$ cat src/rtl/prp_pkg.sv
package prp_pkg;
  typedef enum logic [1:0] {
    SQ_IDLE = 2'd0,
    SQ_LOW  = 2'd1,
    SQ_GAP  = 2'd2
  } seq_state_e;

  localparam int REG_TIMEBASE = 0;
  localparam int REG_PULSE    = 1;
  localparam int REG_CLEAR    = 2;

  localparam int PULSE_SEQ_LSB = 8;
  localparam int PULSE_GO_BIT  = 16;
  localparam int CLEAR_BIT     = 0;
endpackage

$ cat src/rtl/prp_prescaler.sv
module prp_prescaler #(
  parameter int RATIO_W = 4,
  localparam int CNT_W  = (1 << RATIO_W) - 1
) (
  input  logic               clk,
  input  logic               rst_n,
  input  logic               restart,
  input  logic [RATIO_W-1:0] ratio,
  output logic               tick
);
  logic [CNT_W-1:0] cnt_q;
  logic [CNT_W-1:0] wrap_mask;

  // A period of 2^ratio clocks ends when the low 'ratio' bits are all ones
  assign wrap_mask = ~({CNT_W{1'b1}} << ratio);
  assign tick      = (cnt_q == wrap_mask);

  always_ff @(posedge clk or negedge rst_n) begin
    if (!rst_n)
      cnt_q <= '0;
    else if (restart || tick)
      cnt_q <= '0;
    else
      cnt_q <= cnt_q + 1'b1;
  end
endmodule

$ cat src/rtl/prp_regs.sv
module prp_regs
  import prp_pkg::*;
#(
  parameter int ADDR_W     = 2,
  parameter int DATA_W     = 32,
  parameter int RATIO_W    = 4,
  parameter int WIDTH_W    = 6,
  parameter int SEQ_W      = 6,
  parameter int RATIO0_RST = 15,
  parameter int RATIO1_RST = 9
) (
  input  logic               clk,
  input  logic               rst_n,
  input  logic               wr_en,
  input  logic [ADDR_W-1:0]  wr_addr,
  input  logic [DATA_W-1:0]  wr_data,
  output logic [RATIO_W-1:0] ratio0,
  output logic [RATIO_W-1:0] ratio1,
  output logic               tb_write,
  output logic               go_req,
  output logic [WIDTH_W-1:0] go_width,
  output logic [SEQ_W-1:0]   go_count,
  output logic               clr_req
);
  logic hit_tb, hit_pulse, hit_clr;

  assign hit_tb    = wr_en && (wr_addr == ADDR_W'(REG_TIMEBASE));
  assign hit_pulse = wr_en && (wr_addr == ADDR_W'(REG_PULSE));
  assign hit_clr   = wr_en && (wr_addr == ADDR_W'(REG_CLEAR));

  assign tb_write = hit_tb;
  assign go_req   = hit_pulse && wr_data[PULSE_GO_BIT];
  assign go_width = wr_data[WIDTH_W-1:0];
  assign go_count = wr_data[PULSE_SEQ_LSB +: SEQ_W];
  assign clr_req  = hit_clr && wr_data[CLEAR_BIT];

  always_ff @(posedge clk or negedge rst_n) begin
    if (!rst_n) begin
      ratio0 <= RATIO_W'(RATIO0_RST);
      ratio1 <= RATIO_W'(RATIO1_RST);
    end else if (hit_tb) begin
      ratio0 <= wr_data[RATIO_W-1:0];
      ratio1 <= wr_data[2*RATIO_W-1:RATIO_W];
    end
  end
endmodule

$ cat src/rtl/prp_sequencer.sv
module prp_sequencer
  import prp_pkg::*;
#(
  parameter int RATIO_W = 4,
  parameter int WIDTH_W = 6,
  parameter int SEQ_W   = 6
) (
  input  logic               clk,
  input  logic               rst_n,
  input  logic               go_req,
  input  logic [WIDTH_W-1:0] go_width,
  input  logic [SEQ_W-1:0]   go_count,
  input  logic [RATIO_W-1:0] ratio_in,
  input  logic               clr_req,
  input  logic               tick,
  output logic [RATIO_W-1:0] run_ratio,
  output logic               accept,
  output logic               busy,
  output logic               line_n,
  output logic               done
);
  seq_state_e       state_q, state_d;
  logic [WIDTH_W-1:0] unit_q, unit_d;
  logic [SEQ_W-1:0]   pcnt_q, pcnt_d;
  logic [WIDTH_W-1:0] wid_q;
  logic [SEQ_W-1:0]   cnt_q;
  logic               last_unit, finish;

  assign accept    = go_req && (state_q == SQ_IDLE);
  assign busy      = (state_q != SQ_IDLE);
  assign last_unit = tick && (unit_q == wid_q);
  assign finish    = (state_q == SQ_LOW) && last_unit && (pcnt_q == cnt_q);

  always_comb begin
    state_d = state_q;
    unit_d  = unit_q;
    pcnt_d  = pcnt_q;
    unique case (state_q)
      SQ_IDLE: begin
        if (go_req) begin
          state_d = SQ_LOW;
          unit_d  = '0;
          pcnt_d  = '0;
        end
      end
      SQ_LOW: begin
        if (last_unit) begin
          unit_d = '0;
          if (pcnt_q == cnt_q) begin
            state_d = SQ_IDLE;
          end else begin
            pcnt_d  = pcnt_q + 1'b1;
            state_d = SQ_GAP;
          end
        end else if (tick) begin
          unit_d = unit_q + 1'b1;
        end
      end
      SQ_GAP: begin
        if (tick) state_d = SQ_LOW;
      end
      default: state_d = SQ_IDLE;
    endcase
  end

  always_ff @(posedge clk or negedge rst_n) begin
    if (!rst_n) begin
      state_q   <= SQ_IDLE;
      unit_q    <= '0;
      pcnt_q    <= '0;
      wid_q     <= '0;
      cnt_q     <= '0;
      run_ratio <= '0;
      line_n    <= 1'b1;
    end else begin
      state_q <= state_d;
      unit_q  <= unit_d;
      pcnt_q  <= pcnt_d;
      line_n  <= (state_d != SQ_LOW);
      if (accept) begin
        wid_q     <= go_width;
        cnt_q     <= go_count;
        run_ratio <= ratio_in;
      end
    end
  end

  always_ff @(posedge clk or negedge rst_n) begin
    if (!rst_n)
      done <= 1'b0;
    else if (finish)
      done <= 1'b1;
    else if (clr_req)
      done <= 1'b0;
  end
endmodule

$ cat src/rtl/panel_reset_seq.sv
module panel_reset_seq #(
  parameter int ADDR_W     = 2,
  parameter int DATA_W     = 32,
  parameter int RATIO_W    = 4,
  parameter int WIDTH_W    = 6,
  parameter int SEQ_W      = 6,
  parameter int RATIO0_RST = 15,
  parameter int RATIO1_RST = 9
) (
  input  logic              clk,
  input  logic              rst_n,
  input  logic              wr_en,
  input  logic [ADDR_W-1:0] wr_addr,
  input  logic [DATA_W-1:0] wr_data,
  output logic              panel_rst_n,
  output logic              seq_done,
  output logic              aux_tick
);
  logic [RATIO_W-1:0] ratio0, ratio1, run_ratio;
  logic               tb_write, go_req, clr_req, accept, busy, seq_tick;
  logic [WIDTH_W-1:0] go_width;
  logic [SEQ_W-1:0]   go_count;

  prp_regs #(
    .ADDR_W(ADDR_W), .DATA_W(DATA_W), .RATIO_W(RATIO_W),
    .WIDTH_W(WIDTH_W), .SEQ_W(SEQ_W),
    .RATIO0_RST(RATIO0_RST), .RATIO1_RST(RATIO1_RST)
  ) u_regs (
    .clk(clk), .rst_n(rst_n), .wr_en(wr_en), .wr_addr(wr_addr),
    .wr_data(wr_data), .ratio0(ratio0), .ratio1(ratio1),
    .tb_write(tb_write), .go_req(go_req), .go_width(go_width),
    .go_count(go_count), .clr_req(clr_req)
  );

  prp_prescaler #(.RATIO_W(RATIO_W)) u_seq_pre (
    .clk(clk), .rst_n(rst_n), .restart(accept),
    .ratio(run_ratio), .tick(seq_tick)
  );

  prp_prescaler #(.RATIO_W(RATIO_W)) u_aux_pre (
    .clk(clk), .rst_n(rst_n), .restart(tb_write),
    .ratio(ratio1), .tick(aux_tick)
  );

  prp_sequencer #(
    .RATIO_W(RATIO_W), .WIDTH_W(WIDTH_W), .SEQ_W(SEQ_W)
  ) u_seq (
    .clk(clk), .rst_n(rst_n), .go_req(go_req), .go_width(go_width),
    .go_count(go_count), .ratio_in(ratio0), .clr_req(clr_req),
    .tick(seq_tick), .run_ratio(run_ratio), .accept(accept),
    .busy(busy), .line_n(panel_rst_n), .done(seq_done)
  );
endmodule

$ cat config.mk
export PLATFORM = sky130hd
export DESIGN_NAME = panel_reset_seq
export DESIGN_NICKNAME = d
export VERILOG_FILES = /design/src/rtl/prp_pkg.sv /design/src/rtl/prp_prescaler.sv /design/src/rtl/prp_regs.sv /design/src/rtl/prp_sequencer.sv /design/src/rtl/panel_reset_seq.sv
export SDC_FILE = /design/constraint.sdc
export NUM_CORES = 1
export LEC_CHECK = 0
export BUFFER_PORTS_ARGS = -buffer_cell sky130_fd_sc_hd__clkbuf_2
export CORE_AREA = 8 8 91 93
export DETAILED_ROUTE_END_ITERATION = 16
export DIE_AREA = 0 0 99 101
export PLACE_DENSITY = 0.75
export SETUP_SLACK_MARGIN = 0.4
export SLEW_MARGIN = 20
export SYNTH_ARGS = -nofsm -noshare
export SYNTH_HDL_FRONTEND = slang
export SYNTH_SLANG_ARGS = --single-unit
$ cat constraint.sdc
create_clock -name clk -period 2.9 [get_ports clk]
set_input_delay 0.29 -clock clk [delete_from_list [all_inputs] [get_ports clk]]
set_output_delay 0.29 -clock clk [all_outputs]
set_load 0.005 [all_outputs]
# Word level (Yosys, flattened, before mapping)
# Index checks and enable logic that the tools add are counted.
[totals]
regBits = 70
in_bits = 37
output_inout_bits = 3
[op_classes]
addsub = 4
eq_ne = 13
n_shift = 2
n_mux = 16
bitwise_logic = 2
reduce_logical = 17
[ops]
columns = ["op", "count"]
rows = [
  ["15-bit by 1-bit adder with 15-bit output (second input constant)", 2],
  ["15-bit == test", 2],
  ["15-bit two-way mux", 2],
  ["6-bit two-way mux", 5],
  ["15-bit NOT", 2],
  ["15-bit by 4-bit left shift with 15-bit output (first input constant)", 2],
  ["6-bit one-hot mux with 2 select lines", 2],
  ["6-bit by 1-bit adder with 6-bit output (second input constant)", 2],
  ["6-bit == test", 2],
  ["1-bit logical AND", 9],
  ["2-bit two-way mux", 4],
  ["2-bit by 1-bit inequality test with 1-bit output (second input constant)", 3],
  ["2-bit one-hot mux with 3 select lines", 1],
  ["2-bit by 1-bit == test with 1-bit output (second input constant)", 2],
  ["2-bit == test (second input constant)", 2],
  ["2-bit logical NOT", 2],
  ["4-bit AND reduction", 1],
  ["2-bit nonzero test", 2],
  ["3-bit by 1-bit inequality test with 1-bit output (second input constant)", 1],
  ["3-bit AND reduction", 1],
  ["1-bit logical OR", 2],
  ["1-bit two-way mux", 2],
  ["2-bit inequality test (second input constant)", 1],
]

# Logic depth before layout (Yosys ltp)
[logic_depth]
word_depth = 7
mapped_depth = 10

# Modules after synthesis
# Synthesis repeated with hierarchy kept, for this count alone.
[hier_totals]
cells_unflattened = 471
hier_area_um2 = 4448.0
[modules_own_cells]
columns = ["module", "n_inst", "cells_each", "area_per_inst_um2"]
rows = [
  ["prp_prescaler", 2, 134, 1188.6],
  ["prp_sequencer", 1, 171, 1606.5],
  ["prp_regs", 1, 32, 464.2],
]

# Least setup slack after synthesis
# OpenSTA, ideal clock, no wires.
[synth_timing]
path_type = "register -> register"
start = "register u_regs.ratio1[0]"
end = "register u_aux_pre.cnt_q[11]"
arrival_ns = 2.310
required_ns = 2.781
setup_slack_ns = 0.471
path_stages_with_launch = 11
cell_sequence = "dfstp_2 buf_2 nand2_1 a221oi_1 o221ai_1 or4_1 nor4_1 or2_2 buf_2 buf_4 nor2_1"
[synth_between]
elab_chain_cells = 5
[synth_rtl]
columns = ["item", "line", "text"]
rows = [
  ["start: declaration", "prp_regs.sv:18", "output logic [RATIO_W-1:0] ratio1,"],
  ["start signal: assignment", "prp_regs.sv:40", "ratio1 <= RATIO_W'(RATIO1_RST);"],
  ["start signal: assignment", "prp_regs.sv:43", "ratio1 <= wr_data[2*RATIO_W-1:RATIO_W];"],
  ["15-bit by 4-bit left shift with 15-bit output", "prp_prescaler.sv:15", "assign wrap_mask = ~({CNT_W{1'b1}} << ratio);"],
  ["15-bit NOT", "prp_prescaler.sv:15", ""],
  ["15-bit == test", "prp_prescaler.sv:16", "assign tick = (cnt_q == wrap_mask);"],
  ["via aux_tick", "panel_reset_seq.sv:17", "output logic aux_tick"],
  ["1-bit logical OR", "prp_prescaler.sv:21", "else if (restart || tick)"],
  ["15-bit two-way mux", "prp_prescaler.sv:21", ""],
  ["end signal: assignment", "prp_prescaler.sv:24", "cnt_q <= cnt_q + 1'b1;"],
  ["end: declaration", "prp_prescaler.sv:11", "logic [CNT_W-1:0] cnt_q;"],
]
# The timed path passes the listed nets, and every way through them passes these cells.
# A chain may end at the register's enable or synchronous reset.

# Worst setup path after layout
[layout_timing]
start = "register u_regs.ratio1[0]"
end = "output aux_tick"
[layout_between]
elab_chain_cells = 3
[layout_rtl]
columns = ["item", "line"]
rows = [
  ["15-bit by 4-bit left shift with 15-bit output", "prp_prescaler.sv:15"],
  ["15-bit NOT", "prp_prescaler.sv:15"],
  ["15-bit == test", "prp_prescaler.sv:16"],
  ["end: declaration", "panel_reset_seq.sv:17"],
]
# Every way passes these cells.

==> flow_summary_export.csv <==
group,metric,value,unit
clock_tree,cts_root_buffer,"clkbuf_8",
die,die_y,101,um
synthesis,ys_ff_latch,70,
worst_setup_path,cp_max_fo,5,
power_and_ir_drop,switching_share,35.7,%
drt,finalWirelength,8640,um
drt,drtIter0Drc,195,
layout,diodes,0,
synthesis,synth_top_family_by_area,"simple AND/OR/NAND/NOR gates",
clock_tree,h-tree-depth,3,
drt,drt_pre_antenna_iters,4,
die,die-area,10000,um^2
global_route,antenna_found_initial,0,
outcome,status,"finished, final reports clean",
timing,slew_viol_final,0,
drt,route.detailed.drc,0,
synthesis,synth_xor_area_share,8.89,%
timing,fin_hold_ws,9.95,ps
drt,ant_nets,0,
timing,finClkSkew,9.67,ps
power_and_ir_drop,peakVddDrop,0.478,mV
synthesis,syn_area,3940,um^2
timing,setup_violations,0,
timing,slew_headroom,28.2,%
clock_tree,clkTransAtPathRegs,80,ps
drt,avgViaCountPerCell,6.10,
layout,fin_nets,487,
power_and_ir_drop,power.share.clock,23.0,%
clock_tree,cts_made_buffers,9,
power_and_ir_drop,seq_power_share,42.5,%
synthesis,synth-simple-area-share,20.7,%
clock_tree,clk_latency,350,ps
synthesis,synth_top_flop_cell,"dfrtp_1",
worst_setup_path,crit_path_max_incr_delay,450,ps
die,core,6940,um^2
worst_setup_path,cpMostUsedCell,"buf_4",
timing,period_minus_slack,2680,ps
global_route,grt_start_max_net_pins,37,
synthesis,yosysWarnings,0,
drt,wl_per_cell,16.2,um
drt,vias,3249,
synthesis,synth_edf_count,0,
worst_setup_path,arrival,2390,ps
die,start_util,56.7,%
clock_tree,clock_path_buffers,2,
global_route,grt_remaining_overflow,0,
timing,rsz0062_at_grt,"true",
synthesis,ys_seq_area_share,44.7,%
worst_setup_path,cp_cell_sequence,"buf_4 -> or3b_2 -> a21o_1 -> a21boi_0 -> o22ai_1 -> nor4_2 -> buf_4 -> clkbuf_2",
synthesis,syn_nets,456,
synthesis,synth_cells,415,
synthesis,synth_compound_area_share,12.6,%
worst_setup_path,critical_path.top_delay_family,"simple AND/OR/NAND/NOR gates",
layout,drive_gt1_share,24.2,%
layout,area_delta_synth_final,14.3,%
worst_setup_path,cp.required,2610,ps
worst_setup_path,end_kind,"output port",
timing,fin_crit_sh,92.3,%
clock_tree,hold_buffers,0,
die,die-width,99,um
clock_tree,cts_tree,"done",
power_and_ir_drop,combPwrFrac,34.5,%
synthesis,synth_area_per_cell,9.49,um^2
global_route,grt_pass1_vias,3103,
clock_tree,clock_sinks,70,
power_and_ir_drop,power.switching,1.35,mW
worst_setup_path,cp-start-kind,"flip-flop",
synthesis,synth_mux_area_share,7.84,%
timing,fmax,374,MHz
power_and_ir_drop,power_leakage,1.95,nW
job,maxCapViolCount,0,
timing,final_hold_viol_count,0,
synthesis,synthAdderAreaFrac,1.56,%
die,ioPinCount,40,
worst_setup_path,cp_slowest_cell,"or3b_2",
worst_setup_path,path_buf_inv,3,
place,dpl.hpwl,5820,um
place,gp_congestion,0.880,
die,row_count,31,
synthesis,ys_types,58,
global_route,grt_pass1_wl,14600,um
timing,worst_pin_slew,1080,ps
hold_path,hp-class,"input port to async pin",
power_and_ir_drop,p_int,2.44,mW
synthesis,synthArstFlopShare,100,%
place,portBuffers,22,
power_and_ir_drop,cellPowerDensity,843,nW/um^2
timing,finalSetupTns,0,ps
layout,layout_common_cells,"56 x dfrtp_1, 44 x nor2_1, 32 x nand2_1",
global_route,grt_usage,18.1,%
worst_setup_path,worstSetupPathType,"flip-flop to output port",
layout,final_common_cell,"dfrtp_1",
-- state kept, by name, summed over array words and instances, names as in the netlist --
signal / cells
u_regs.ratio1: 4
u_seq_pre.cnt_q: 15
u_seq.done: 1
u_seq.run_ratio: 4
u_regs.ratio0: 4
u_seq.line_n: 1
u_seq.state_q: 2
u_seq.wid_q: 6
u_seq.cnt_q: 6
u_seq.pcnt_q: 6
u_seq.unit_q: 6
u_aux_pre.cnt_q: 15
-- path summary, 6_finish.rpt --
kind	start	to	slack, ps	depth (start not counted)
max	u_regs.ratio1[0]	aux_tick	220	8
min	rst_n	u_seq.unit_q[1]	10	1
max reg2reg	u_seq_pre.cnt_q[9]	u_seq.unit_q[3]	430	7
min reg2reg	u_seq.done	u_seq.done	510	1
max in group asynchronous	rst_n	u_regs.ratio1[3]	2160	2
min in group clk	wr_data[7]	u_regs.ratio1[3]	130	3
-- final cells by class --
cell class,instances,area (um^2)
inverter,15,56.3
multi-input combinational,310,2100
clock inverter,3,67.6
clock buffer,13,149
timing repair buffer,40,255
fill,562,2440
tap,82,103
sequential,70,1770
-- synth_stat cells, drive strengths merged, types with 3 or more instances --
master | number | share of area, %
nor2 | 44 | 4.2
nand2 | 32 | 3.0
buf | 12 | 1.6
nand4 | 7 | 1.1
a21oi | 12 | 1.5
mux2 | 23 | 6.6
inv | 15 | 1.4
nand2b | 9 | 1.4
a31oi | 3 | 0.48
a21boi | 3 | 0.57
nand3 | 21 | 2.7
nor3 | 14 | 1.8
xnor2 | 23 | 5.1
o21ai | 20 | 2.5
or3 | 4 | 0.64
nor2b | 7 | 1.1
a221oi | 4 | 1.0
o31ai | 3 | 0.57
mux2i | 5 | 1.3
ha | 4 | 1.3
o22ai | 4 | 0.64
xor2 | 17 | 3.8
clkbuf | 8 | 0.76
nor4 | 4 | 0.64
dfrtp | 63 | 40
dfstp | 7 | 4.7
or2 | 4 | 0.64
and3 | 9 | 1.4
-- per-layer routing --
layer | up-vias | global-route usage, % | wire length, um
met3 | 15 | 4.49 | 432
met1 | 1598 | 23.3 | 3940
met5 | - | 0 | 0
li1 | 1529 | - | -
met4 | 0 | 7.79 | 170
met2 | 107 | 28.2 | 4100
-- per-stage QoR --
step           instances  total power [mW]  setup WS (ps)  utilization [%]  area [um^2]
5_1_grt              533              4.05            111             64.9         4500
3_3_place_gp         505              2.68            343             59.4         4120
3_5_place_dp         505              2.73            273             59.4         4120
4_1_cts              525              3.67            213             63.6         4420
6_report             533              3.80            224             64.9         4500
2_1_floorplan        415              2.45            471                -         3940
-- logic make-up after synthesis --
group                      Yosys count
muxes                               28
buffers and inverters               35
DFF                                 70
adders and majority gates            5
xor gates and xnor gates            40
AOI/OAI and AO/OA                   72
and+or+nand+nor                    165
-- power by group through the flow --
stage,Clock [mW],Combinational [mW],Sequential [mW]
6_report,0.873,1.31,1.61
5_1_grt,0.931,1.45,1.66
4_1_cts,0.886,1.16,1.62
3_5_place_dp,0,1.09,1.64
3_3_place_gp,0,1.05,1.63
2_1_floorplan,0,0.997,1.45
-- what timing repair did --
item | 4_1_cts | 5_1_grt
setup endpoints to repair | 34 | 27
pin swaps | 1 | 3
resized for setup | 15 | 8
setup buffers | 4 | 8
No activity file was read; power rests on OpenSTA's default activity.
